## src/rtl/sdec_pkg.sv

```systemverilog
package sdec_pkg;
  localparam int DW       = 32;
  localparam int ITER_W   = 5;
  localparam int SW_W     = 8;
  localparam logic [DW-1:0] VERSION_WORD = 32'h1D01_0001;
  localparam logic [7:0] OFS_CTRL   = 8'h00;
  localparam logic [7:0] OFS_STATUS = 8'h04;
  localparam logic [7:0] OFS_WIN    = 8'h10;
  localparam logic [7:0] OFS_DECODE = 8'h50;
  localparam logic [7:0] OFS_VER    = 8'h54;
  localparam logic [ITER_W-1:0] RST_ITER = 5'd30;

  typedef enum logic [1:0] {RG_NONE, RG_CTRL, RG_STATUS, RG_WIN} region_e;
endpackage

```

## src/rtl/sdec_soft_store.sv

```systemverilog
module sdec_soft_store #(
  parameter int VAL_W  = 6,
  parameter int N_VALS = 256,
  parameter int DW     = 32,
  localparam int PER_WORD = DW / VAL_W,
  localparam int N_WORDS  = (N_VALS + PER_WORD - 1) / PER_WORD,
  localparam int IDX_W    = $clog2(N_WORDS)
) (
  input  logic                    clk_i,
  input  logic                    rst_ni,
  input  logic                    wr_en_i,
  input  logic [IDX_W-1:0]        word_idx_i,
  input  logic [DW-1:0]           wdata_i,
  output logic [N_VALS*VAL_W-1:0] vals_o
);
  logic unused_hi;
  assign unused_hi = ^wdata_i[DW-1:PER_WORD*VAL_W];

  for (genvar k = 0; k < N_VALS; k++) begin : g_val
    localparam int WORD_OF = k / PER_WORD;
    localparam int SLOT_OF = k % PER_WORD;
    always_ff @(posedge clk_i) begin
      if (!rst_ni)
        vals_o[k*VAL_W +: VAL_W] <= '0;
      else if (wr_en_i && int'(word_idx_i) == WORD_OF)
        vals_o[k*VAL_W +: VAL_W] <= wdata_i[SLOT_OF*VAL_W +: VAL_W];
    end
  end
endmodule

```

## src/rtl/sdec_ctrl_reg.sv

```systemverilog
module sdec_ctrl_reg
  import sdec_pkg::*;
(
  input  logic              clk_i,
  input  logic              rst_ni,
  input  logic              wr_en_i,
  input  logic [3:0]        sel_i,
  input  logic [DW-1:0]     wdata_i,
  input  logic              busy_i,
  output logic              start_pulse_o,
  output logic              early_en_o,
  output logic [ITER_W-1:0] max_iter_o
);
  logic start_req;
  assign start_req = wr_en_i && sel_i[0] && wdata_i[0];

  always_ff @(posedge clk_i) begin
    if (!rst_ni) begin
      start_pulse_o <= 1'b0;
      early_en_o    <= 1'b1;
      max_iter_o    <= RST_ITER;
    end else begin
      start_pulse_o <= start_req && !busy_i;
      if (wr_en_i && sel_i[0]) early_en_o <= wdata_i[1];
      if (wr_en_i && sel_i[1]) max_iter_o <= wdata_i[8 +: ITER_W];
    end
  end
endmodule

```

## src/rtl/sdec_engine_stub.sv

```systemverilog
module sdec_engine_stub
  import sdec_pkg::*;
#(
  parameter int VAL_W     = 6,
  parameter int N_VALS    = 256,
  parameter int INFO_BITS = 32
) (
  input  logic                    clk_i,
  input  logic                    rst_ni,
  input  logic                    start_i,
  input  logic                    early_en_i,
  input  logic [ITER_W-1:0]       max_iter_i,
  input  logic [N_VALS*VAL_W-1:0] vals_i,
  output logic                    busy_o,
  output logic                    conv_o,
  output logic [ITER_W-1:0]       iter_used_o,
  output logic [SW_W-1:0]         synd_wt_o,
  output logic [INFO_BITS-1:0]    decoded_o
);
  localparam int SW_MAX = (1 << SW_W) - 1;

  function automatic logic [SW_W-1:0] neg_count(input logic [N_VALS*VAL_W-1:0] v);
    int unsigned n;
    n = 0;
    for (int k = 0; k < N_VALS; k++) n += 32'(v[k*VAL_W + VAL_W - 1]);
    return (n > SW_MAX) ? SW_W'(SW_MAX) : SW_W'(n);
  endfunction

  function automatic logic [INFO_BITS-1:0] sign_bits(input logic [N_VALS*VAL_W-1:0] v);
    logic [INFO_BITS-1:0] b;
    for (int i = 0; i < INFO_BITS; i++) b[i] = v[i*VAL_W + VAL_W - 1];
    return b;
  endfunction

  function automatic logic [ITER_W-1:0] iters(input logic conv, input logic early,
                                              input logic [ITER_W-1:0] lim);
    if (conv && early) return ITER_W'(1);
    return (lim == '0) ? ITER_W'(1) : lim;
  endfunction

  logic [SW_W-1:0]   wt_now;
  logic              conv_now;
  logic [ITER_W-1:0] remain;
  assign wt_now   = neg_count(vals_i);
  assign conv_now = (wt_now == '0);

  always_ff @(posedge clk_i) begin
    if (!rst_ni) begin
      busy_o      <= 1'b0;
      conv_o      <= 1'b0;
      iter_used_o <= '0;
      synd_wt_o   <= '0;
      decoded_o   <= '0;
      remain      <= '0;
    end else if (start_i) begin
      busy_o      <= 1'b1;
      conv_o      <= conv_now;
      synd_wt_o   <= wt_now;
      decoded_o   <= sign_bits(vals_i);
      iter_used_o <= iters(conv_now, early_en_i, max_iter_i);
      remain      <= iters(conv_now, early_en_i, max_iter_i);
    end else if (busy_o) begin
      if (remain == ITER_W'(1)) busy_o <= 1'b0;
      else remain <= remain - ITER_W'(1);
    end
  end
endmodule

```

## src/rtl/sdec_bus_regs.sv

```systemverilog
module sdec_bus_regs
  import sdec_pkg::*;
#(
  parameter int ADR_W     = 8,
  parameter int VAL_W     = 6,
  parameter int N_VALS    = 256,
  parameter int INFO_BITS = 32
) (
  input  logic             clk_i,
  input  logic             rst_ni,
  input  logic             wb_cyc_i,
  input  logic             wb_stb_i,
  input  logic             wb_we_i,
  input  logic [ADR_W-1:0] wb_adr_i,
  input  logic [3:0]       wb_sel_i,
  input  logic [DW-1:0]    wb_dat_i,
  output logic [DW-1:0]    wb_dat_o,
  output logic             wb_ack_o
);
  localparam int PER_WORD = DW / VAL_W;
  localparam int N_WORDS  = (N_VALS + PER_WORD - 1) / PER_WORD;
  localparam int IDX_W    = $clog2(N_WORDS);
  localparam int WIN_LO   = int'(OFS_WIN);
  localparam int WIN_HI   = WIN_LO + 4 * (N_WORDS - 1);

  logic                    req;
  logic                    wr_req;
  logic                    rd_req;
  region_e                 region;
  logic [IDX_W-1:0]        word_idx;
  logic                    start_pulse;
  logic                    eng_busy;
  logic                    busy_any;
  logic                    early_en;
  logic [ITER_W-1:0]       max_iter;
  logic                    conv;
  logic [ITER_W-1:0]       iter_used;
  logic [SW_W-1:0]         synd_wt;
  logic [INFO_BITS-1:0]    decoded;
  logic [N_VALS*VAL_W-1:0] vals;
  logic [DW-1:0]           rd_mux;
  logic                    unused_adr;

  assign unused_adr = ^wb_adr_i[1:0] ^ ^wb_sel_i[3:2];

  assign req    = wb_cyc_i && wb_stb_i && !wb_ack_o;
  assign wr_req = req && wb_we_i;
  assign rd_req = req && !wb_we_i;

  function automatic region_e decode(input logic [ADR_W-1:0] a);
    int w;
    w = int'({a[ADR_W-1:2], 2'b00});
    if (w == int'(OFS_CTRL))              return RG_CTRL;
    if (w == int'(OFS_STATUS))            return RG_STATUS;
    if (w >= WIN_LO && w <= WIN_HI)       return RG_WIN;
    return RG_NONE;
  endfunction

  function automatic logic [IDX_W-1:0] win_index(input logic [ADR_W-1:0] a);
    return IDX_W'((int'({a[ADR_W-1:2], 2'b00}) - WIN_LO) / 4);
  endfunction

  assign region   = decode(wb_adr_i);
  assign word_idx = win_index(wb_adr_i);
  assign busy_any = eng_busy || start_pulse;

  sdec_soft_store #(.VAL_W(VAL_W), .N_VALS(N_VALS), .DW(DW)) store_i (
    .clk_i, .rst_ni,
    .wr_en_i   (wr_req && region == RG_WIN),
    .word_idx_i(word_idx),
    .wdata_i   (wb_dat_i),
    .vals_o    (vals)
  );

  sdec_ctrl_reg ctrl_i (
    .clk_i, .rst_ni,
    .wr_en_i      (wr_req && region == RG_CTRL),
    .sel_i        (wb_sel_i),
    .wdata_i      (wb_dat_i),
    .busy_i       (busy_any),
    .start_pulse_o(start_pulse),
    .early_en_o   (early_en),
    .max_iter_o   (max_iter)
  );

  sdec_engine_stub #(.VAL_W(VAL_W), .N_VALS(N_VALS), .INFO_BITS(INFO_BITS)) eng_i (
    .clk_i, .rst_ni,
    .start_i    (start_pulse),
    .early_en_i (early_en),
    .max_iter_i (max_iter),
    .vals_i     (vals),
    .busy_o     (eng_busy),
    .conv_o     (conv),
    .iter_used_o(iter_used),
    .synd_wt_o  (synd_wt),
    .decoded_o  (decoded)
  );

  always_comb begin
    rd_mux = '0;
    if ({wb_adr_i[ADR_W-1:2], 2'b00} == ADR_W'(OFS_DECODE))
      rd_mux = DW'(decoded);
    else if ({wb_adr_i[ADR_W-1:2], 2'b00} == ADR_W'(OFS_VER))
      rd_mux = VERSION_WORD;
    else if (region == RG_CTRL)
      rd_mux[12:8] = max_iter;
    else if (region == RG_STATUS) begin
      rd_mux[0]     = busy_any;
      rd_mux[1]     = conv;
      rd_mux[12:8]  = iter_used;
      rd_mux[23:16] = synd_wt;
    end
    if (region == RG_CTRL) rd_mux[1] = early_en;
  end

  always_ff @(posedge clk_i) begin
    if (!rst_ni) begin
      wb_ack_o <= 1'b0;
      wb_dat_o <= '0;
    end else begin
      wb_ack_o <= req;
      if (rd_req) wb_dat_o <= rd_mux;
    end
  end
endmodule

```

## config.mk

```make
export PLATFORM = sky130hd
export DESIGN_NAME = sdec_bus_regs
export DESIGN_NICKNAME = d
export VERILOG_FILES = /design/src/rtl/sdec_pkg.sv /design/src/rtl/sdec_soft_store.sv /design/src/rtl/sdec_ctrl_reg.sv /design/src/rtl/sdec_engine_stub.sv /design/src/rtl/sdec_bus_regs.sv
export SDC_FILE = /design/constraint.sdc
export NUM_CORES = 1
export LEC_CHECK = 0
export ABC_AREA = 1
export ABC_CLOCK_PERIOD_IN_PS = 15780
export BUFFER_PORTS_ARGS = -buffer_cell sky130_fd_sc_hd__buf_2
export CORE_MARGIN = 5
export CORE_UTILIZATION = 65
export CTS_CLUSTER_SIZE = 8
export DETAILED_ROUTE_END_ITERATION = 8
export PLACE_DENSITY = 0.94
export RECOVER_POWER = 25
export SETUP_SLACK_MARGIN = 0.05
export SLEW_MARGIN = 30
export SYNTH_ARGS = -nofsm -noshare
export SYNTH_HDL_FRONTEND = slang
export SYNTH_SLANG_ARGS = --single-unit
```

## constraint.sdc

```tcl
create_clock -name clk_i -period 15.78 [get_ports clk_i]
set_input_delay 0 -clock clk_i [delete_from_list [all_inputs] [get_ports clk_i]]
set_output_delay 0 -clock clk_i [all_outputs]
set_load 0.02 [all_outputs]
```

* Word level (Yosys, flattened, before mapping)
Cells that the tools add are included.
W data, S select, Z words.
** Cells by class
- Add/sub/neg operators :: 258
- Order comparisons :: 3
- Equality and inequality tests :: 59
- Muxes and demuxes :: 37
- Bitwise operators :: 1
- Reductions and logical operators :: 75
** Operators by type and width (number)
- $add A32 B1 Y32 :: 254
- $eq A6 B6 Y1 const B :: 32
- $eq A6 B5 Y1 const B :: 14
- $logic_and A1 B1 Y1 :: 64
- $mux W5 :: 10
- $gt A32 B8 Y1 const B :: 1
- $mux W32 :: 1
- $mux W8 :: 4
- $eq A6 B4 Y1 const B :: 4
- $mux W2 :: 9
- $mux W1 :: 13
- $eq A6 B2 Y1 const B :: 2
- $eq A6 B3 Y1 const B :: 2
- $logic_not A6 Y1 :: 2
- $sub A8 B5 Y9 const B :: 1
- $ge A8 B5 Y1 const B :: 1
- $le A8 B8 Y1 const B :: 1
- $logic_not A8 Y1 :: 1
- $add A6 B1 Y6 :: 1
- $eq A5 B1 Y1 const B :: 1
- $logic_not A5 Y1 :: 1
- $sub A5 B1 Y5 const B :: 1
- $eq A2 B2 Y1 const B :: 2
- $logic_not A1 Y1 :: 3
- other kinds (8) :: 8
** Storage, ports and cells
- Bits in registers :: 1628
- Input port bits :: 49
- Output and inout bits :: 33
- Word-level logic and storage cells :: 700

* Depth between registers and ports, before layout
- Word-level depth :: 264
- Mapped depth :: 36
- Depth with buffers taken out :: 36

* Hierarchy
From an unflattened synthesis, not the netlist that was laid out.
** Second synthesis, totals
- Cells, all modules :: 9811
- Area, all modules :: 70277.4 um^2
** Modules (own cells, without submodules)
- sdec_soft_store :: instances 1, cells each 8618, area an instance 59538.4 um^2, seq. area each 30749.5 um^2
- sdec_engine_stub :: instances 1, cells each 919, area an instance 8817.2 um^2, seq. area each 1041.0 um^2
- sdec_bus_regs :: instances 1, cells each 243, area an instance 1662.8 um^2, seq. area each 660.6 um^2
- sdec_ctrl_reg :: instances 1, cells each 31, area an instance 259.0 um^2, seq. area each 140.1 um^2

* Worst setup path after synthesis
Ideal clock, no wire load.
- Kind :: reg2reg
- From :: register store_i.vals_o[5]
- To :: register eng_i.remain[4]
- Arrival time :: 8.046 ns
- Setup slack :: 7.621 ns
- Cell stages (with the launch flop) :: 31
- Clock period less this slack :: 8.159 ns
- Cells stage by stage :: dfxtp_1 -> ha_1 -> inv_1 -> fa_1 -> fa_1 -> fa_1 -> fa_1 -> fa_1 -> fa_1 -> fa_1 -> fa_1 -> fa_1 -> fa_1 -> fa_1 -> inv_1 -> fa_1 -> inv_1 -> fa_1 -> inv_1 -> nand3_1 -> nand2_1 -> nand2_1 -> nand2_1 -> inv_1 -> nand3_1 -> nor2_1 -> nand3_1 -> nand3_1 -> nand2_1 -> nand2_1 -> nand2_1
** Between the ends
- Longest elaborated chain between the ends :: 264
** RTL lines
- from (decl) :: line sdec_soft_store.sv:14 : output logic [N_VALS*VAL_W-1:0] vals_o
- from (signal, indexed assignment) :: line sdec_soft_store.sv:26 : vals_o[k*VAL_W +: VAL_W] <= wdata_i[SLOT_OF*VAL_W +: VAL_W];
- $add A1 B1 Y2 (*) :: line sdec_engine_stub.sv:25 : for (int k = 0; k < N_VALS; k++) n += 32'(v[k*VAL_W + VAL_W - 1]);
- $add A32 B1 Y32 (*) (254 in series) :: line sdec_engine_stub.sv:25
- $gt A32 B8 Y1 :: line sdec_engine_stub.sv:26 : return (n > SW_MAX) ? SW_W'(SW_MAX) : SW_W'(n);
- $mux W8 (*) :: line sdec_engine_stub.sv:26
- $logic_not A8 Y1 (*) :: line sdec_engine_stub.sv:45 : assign conv_now = (wt_now == '0);
- $logic_and A1 B1 Y1 (*) :: line sdec_engine_stub.sv:37 : if (conv && early) return ITER_W'(1);
- $mux W1 (*) :: line sdec_engine_stub.sv:37
- $mux W1 (*) :: line sdec_engine_stub.sv:55 : end else if (start_i) begin
- $mux W1 (*) :: line sdec_engine_stub.sv:48 : if (!rst_ni) begin
- $mux W5 (*) :: line sdec_engine_stub.sv:38 : return (lim == '0) ? ITER_W'(1) : lim;
- $mux W5 (*) :: line sdec_engine_stub.sv:55
- to (signal assigned) :: line sdec_engine_stub.sv:61 : remain <= iters(conv_now, early_en_i, max_iter_i);
- to (signal assigned) :: line sdec_engine_stub.sv:64 : else remain <= remain - ITER_W'(1);
- to (decl) :: line sdec_engine_stub.sv:43 : logic [ITER_W-1:0] remain;
Every way passes the cells marked *; elsewhere a longest branch is shown, timed or not. The select of a mux whose other input is x is not followed.
A chain may end at the register's enable or synchronous reset.

* Worst setup path in the final report
Same ends and word-level chain as after synthesis.

==> flow_summary_export.csv <==
group,metric,value,unit
synth,ys_warn_count,0,
worst_setup_path,worstRegToRegCells,30,
sta,min_period_over_period,0.592,
drt,dr.pass1.iters,8,
synth,syn-cell-area,0.0192,mm²
clocking,cts_root_buffer,"clkbuf_16",
drt,drcViolationCount,0,
sta,fin_crit,9350,ps
placed_design,gp_congestion,0.968,
power,clockPowerShare,0.488,
grt,grt_pass1_vias,17300,
sta,hold_ws,115,ps
final_layout,drive_gt1_frac,0.0597,
drt,drtAntennaViolNets,0,
clocking,post_cts_buffers,0,
sta,worstMarginPinSlew,2950,ps
worst_setup_path,cpMostUsedCell,"fa_1",
placed_design,port_buffers,56,
final_layout,n_antenna_cell,0,
clocking,clock_sink_count,348,
synth,synthCells,2167,
power,power_frac_seq,0.459,
worst_setup_path,critPathLaunch,"store_i.vals_o[5]",
die,io_pins,82,
power,p_per_area,90.8,mW/mm²
drt,num_vias,16000,
drt,totalWireLength,57.1,mm
clocking,path_clk_slew,60,ps
clocking,numCtsBuffers,49,
power,p_sw_frac,0.239,
sta,rsz0062_at_grt,"false",
synth,ys_async_sr_fraction,0,
sta,max-slew-margin-rel,-0.966,
clocking,htreeDepth,2,
synth,synth_ff_type,"dfxtp_1",
sta,hold_viol_final,0,
sta,clock_skew,19.4,ps
die,die_h,182,µm
die,core,0.0294,mm²
die,start_util,0.654,
drt,drt_iter0_drc,2020,
grt,grt_overflow,0,
synth,synth_edf_count,0,
synth,synth_nets,2500,
synth,synth-seq-cells,348,
synth,synth.most_common_cell,"inv_1",
worst_setup_path,worst_ep_arrival_time,9810,ps
worst_setup_path,startpoint_type,"register",
status,outcome,"finished with violations",
power,power_leakage,9.27,nW
grt,grt_first_pass_wirelength,89.9,mm
worst_setup_path,rr_endpoint,"eng_i.remain[4]",
worst_setup_path,max_stage_delay,600,ps
power,p_comb_frac,0.053,
synth,yosys-top-cells-area,"dfxtp_1, fa_1, inv_1",
power,p_sw,0.000460,W
die,fp-row-count,63,
power,power.internal,0.00147,W
worst_setup_path,critical_path_class,"register to register",
sta,timing.fmax,0.107,GHz
synth,synth.distinct_cells,35,
final_layout,final_nets,2557,
worst_setup_path,required,16240,ps
worst_setup_path,crit_path_end,"eng_i.remain[4]",
clocking,cts_buffer_depth,3,
grt,grt_use_total,0.344,
worst_setup_path,crit_fanout,5,
synth,yosys-top-cells-count,"inv_1, dfxtp_1, a21oi_1",
synth,ys_seq_area_frac,0.362,
grt,grt_antenna_before_repair,0,
worst_setup_path,end_kind,"register",
flow_run,cap_violations,1,
status,violations,"capacitance limit, slew limit",
synth,yosysTopAreaCell,"dfxtp_1",
final_layout,area_delta_synth_final,10.3,%
sta,setup_viol,0,
worst_setup_path,reg2reg_from,"store_i.vals_o[5]",
drt,wl_per_cell,21.8,µm
sta,tns,0,ps
placed_design,dp_hpwl,36.5,mm
drt,via_per_inst,6.13,
synth,syn_area_per_cell,8.87,µm²
die,dieArea,0.0331,mm²
min_path,hold_path_class,"primary input to register",
sta,slew_viol_final,80,
worst_setup_path,critPathSlowestCell,"fa_1",
grt,grt_start_max_net_pins,123,
power,ir_worst_vdd,0.0798,mV
clocking,clk_latency,580,ps
die,fp.dieW,182,µm
clocking,cts_tree,"built",
worst_setup_path,r2r_slack,6430,ps
synth,netlist.area_leader.share,0.362,
timing repair:
item | in CTS | in global routing
hold buffers | 21 | 0
resized for setup | 0 | 0
endpoints found under the hold margin | 98 | 0
worst min-delay path by stage:
stage,startpoint,end,slack (ps),depth (start not counted)
2_1_floorplan,wb_dat_i[9],ctrl_i.max_iter_o[1],110,2
3_3_place_gp,wb_dat_i[10],ctrl_i.max_iter_o[2],210,3
6_report,wb_adr_i[4],store_i.vals_o[1103],120,6
3_5_place_dp,wb_dat_i[0],ctrl_i.start_pulse_o,230,3
5_1_grt,wb_dat_i[17],store_i.vals_o[797],120,3
4_1_cts,wb_dat_i[17],store_i.vals_o[857],90,3
cell families (layout without fill, tap and decap cells):
family	count (synthesis)	after routing	share of synthesized area
adders and majority gates	284	284	0.279
and+or+nand+nor	310	310	0.0724
AOI/OAI and AO/OA	652	652	0.173
buffers and inverters	571	631	0.112
DFF	348	348	0.362
xor gates and xnor gates	2	2	0.000911
flip-flops by register name, indices dropped and copies added, names as in the netlist:
name                  cells
eng_i.iter_used_o         5
store_i.vals_o          256
eng_i.conv_o              1
wb_dat_o                 32
eng_i.remain              5
ctrl_i.start_pulse_o      1
ctrl_i.max_iter_o         5
eng_i.decoded_o          32
wb_ack_o                  1
eng_i.synd_wt_o           8
ctrl_i.early_en_o         1
eng_i.busy_o              1
final cells by class:
type / instances / area, µm²
Inverter: 492 / 1850
Clock inverter: 3 / 66.3
Clock buffer: 51 / 1250
Multi-Input combinational cell: 1248 / 10100
Fill cell: 1837 / 8200
Timing Repair Buffer: 85 / 510
Sequential cell: 348 / 6970
Tap cell: 390 / 488
through the flow:
step           utilization  area, µm²  total power, W  setup WS, ps  instances
6_report             0.721      21200         0.00193          6430       2617
4_1_cts              0.724      21300         0.00192          6650       2617
5_1_grt              0.721      21200         0.00197          6150       2617
2_1_floorplan            -      19200        0.000962          7620       2167
3_3_place_gp         0.672      19800        0.000990          6910       2542
3_5_place_dp         0.672      19800        0.000994          6740       2542
worst max-delay path: cells and delay by family (launching register included):
family | cells | cell delay (ps)
fa+ha+maj | 14 | 7000
buf+inv | 5 | 390
flops | 1 | 310
simple gates | 11 | 1510
cell usage in the layout, fill, tap and decap left out, drive strengths merged, types with 2 or more instances in the layout:
cell type	count
a21oi	325
a221oi	2
a22oi	3
a31oi	10
buf	28
clkbuf	87
clkinv	3
dfxtp	348
dlygate4sd3	21
fa	242
ha	42
inv	492
nand2	167
nand3	33
nand4	2
nor2	96
nor3	8
o211ai	3
o21ai	305
o221ai	2
or2	3
xor2	2
metal layers:
metal,wire length (µm),global-route usage,part of all wire,up-vias
met5,0,0,0,-
met4,5120,0.251,0.090,0
met3,6670,0.106,0.12,420
met2,26600,0.563,0.47,1215
met1,18700,0.378,0.33,7540
li1,-,-,-,6868
power by group through the flow:
stage	Combinational, W	Clock [W]	Sequential, W
floorplan	0.0000598	0	0.000902
global placement	0.0000885	0	0.000901
detailed placement	0.0000924	0	0.000901
CTS	0.0000971	0.000937	0.000884
global route	0.000107	0.000979	0.000883
finish	0.000102	0.000940	0.000884
No activity file was read; power rests on OpenSTA's default activity.
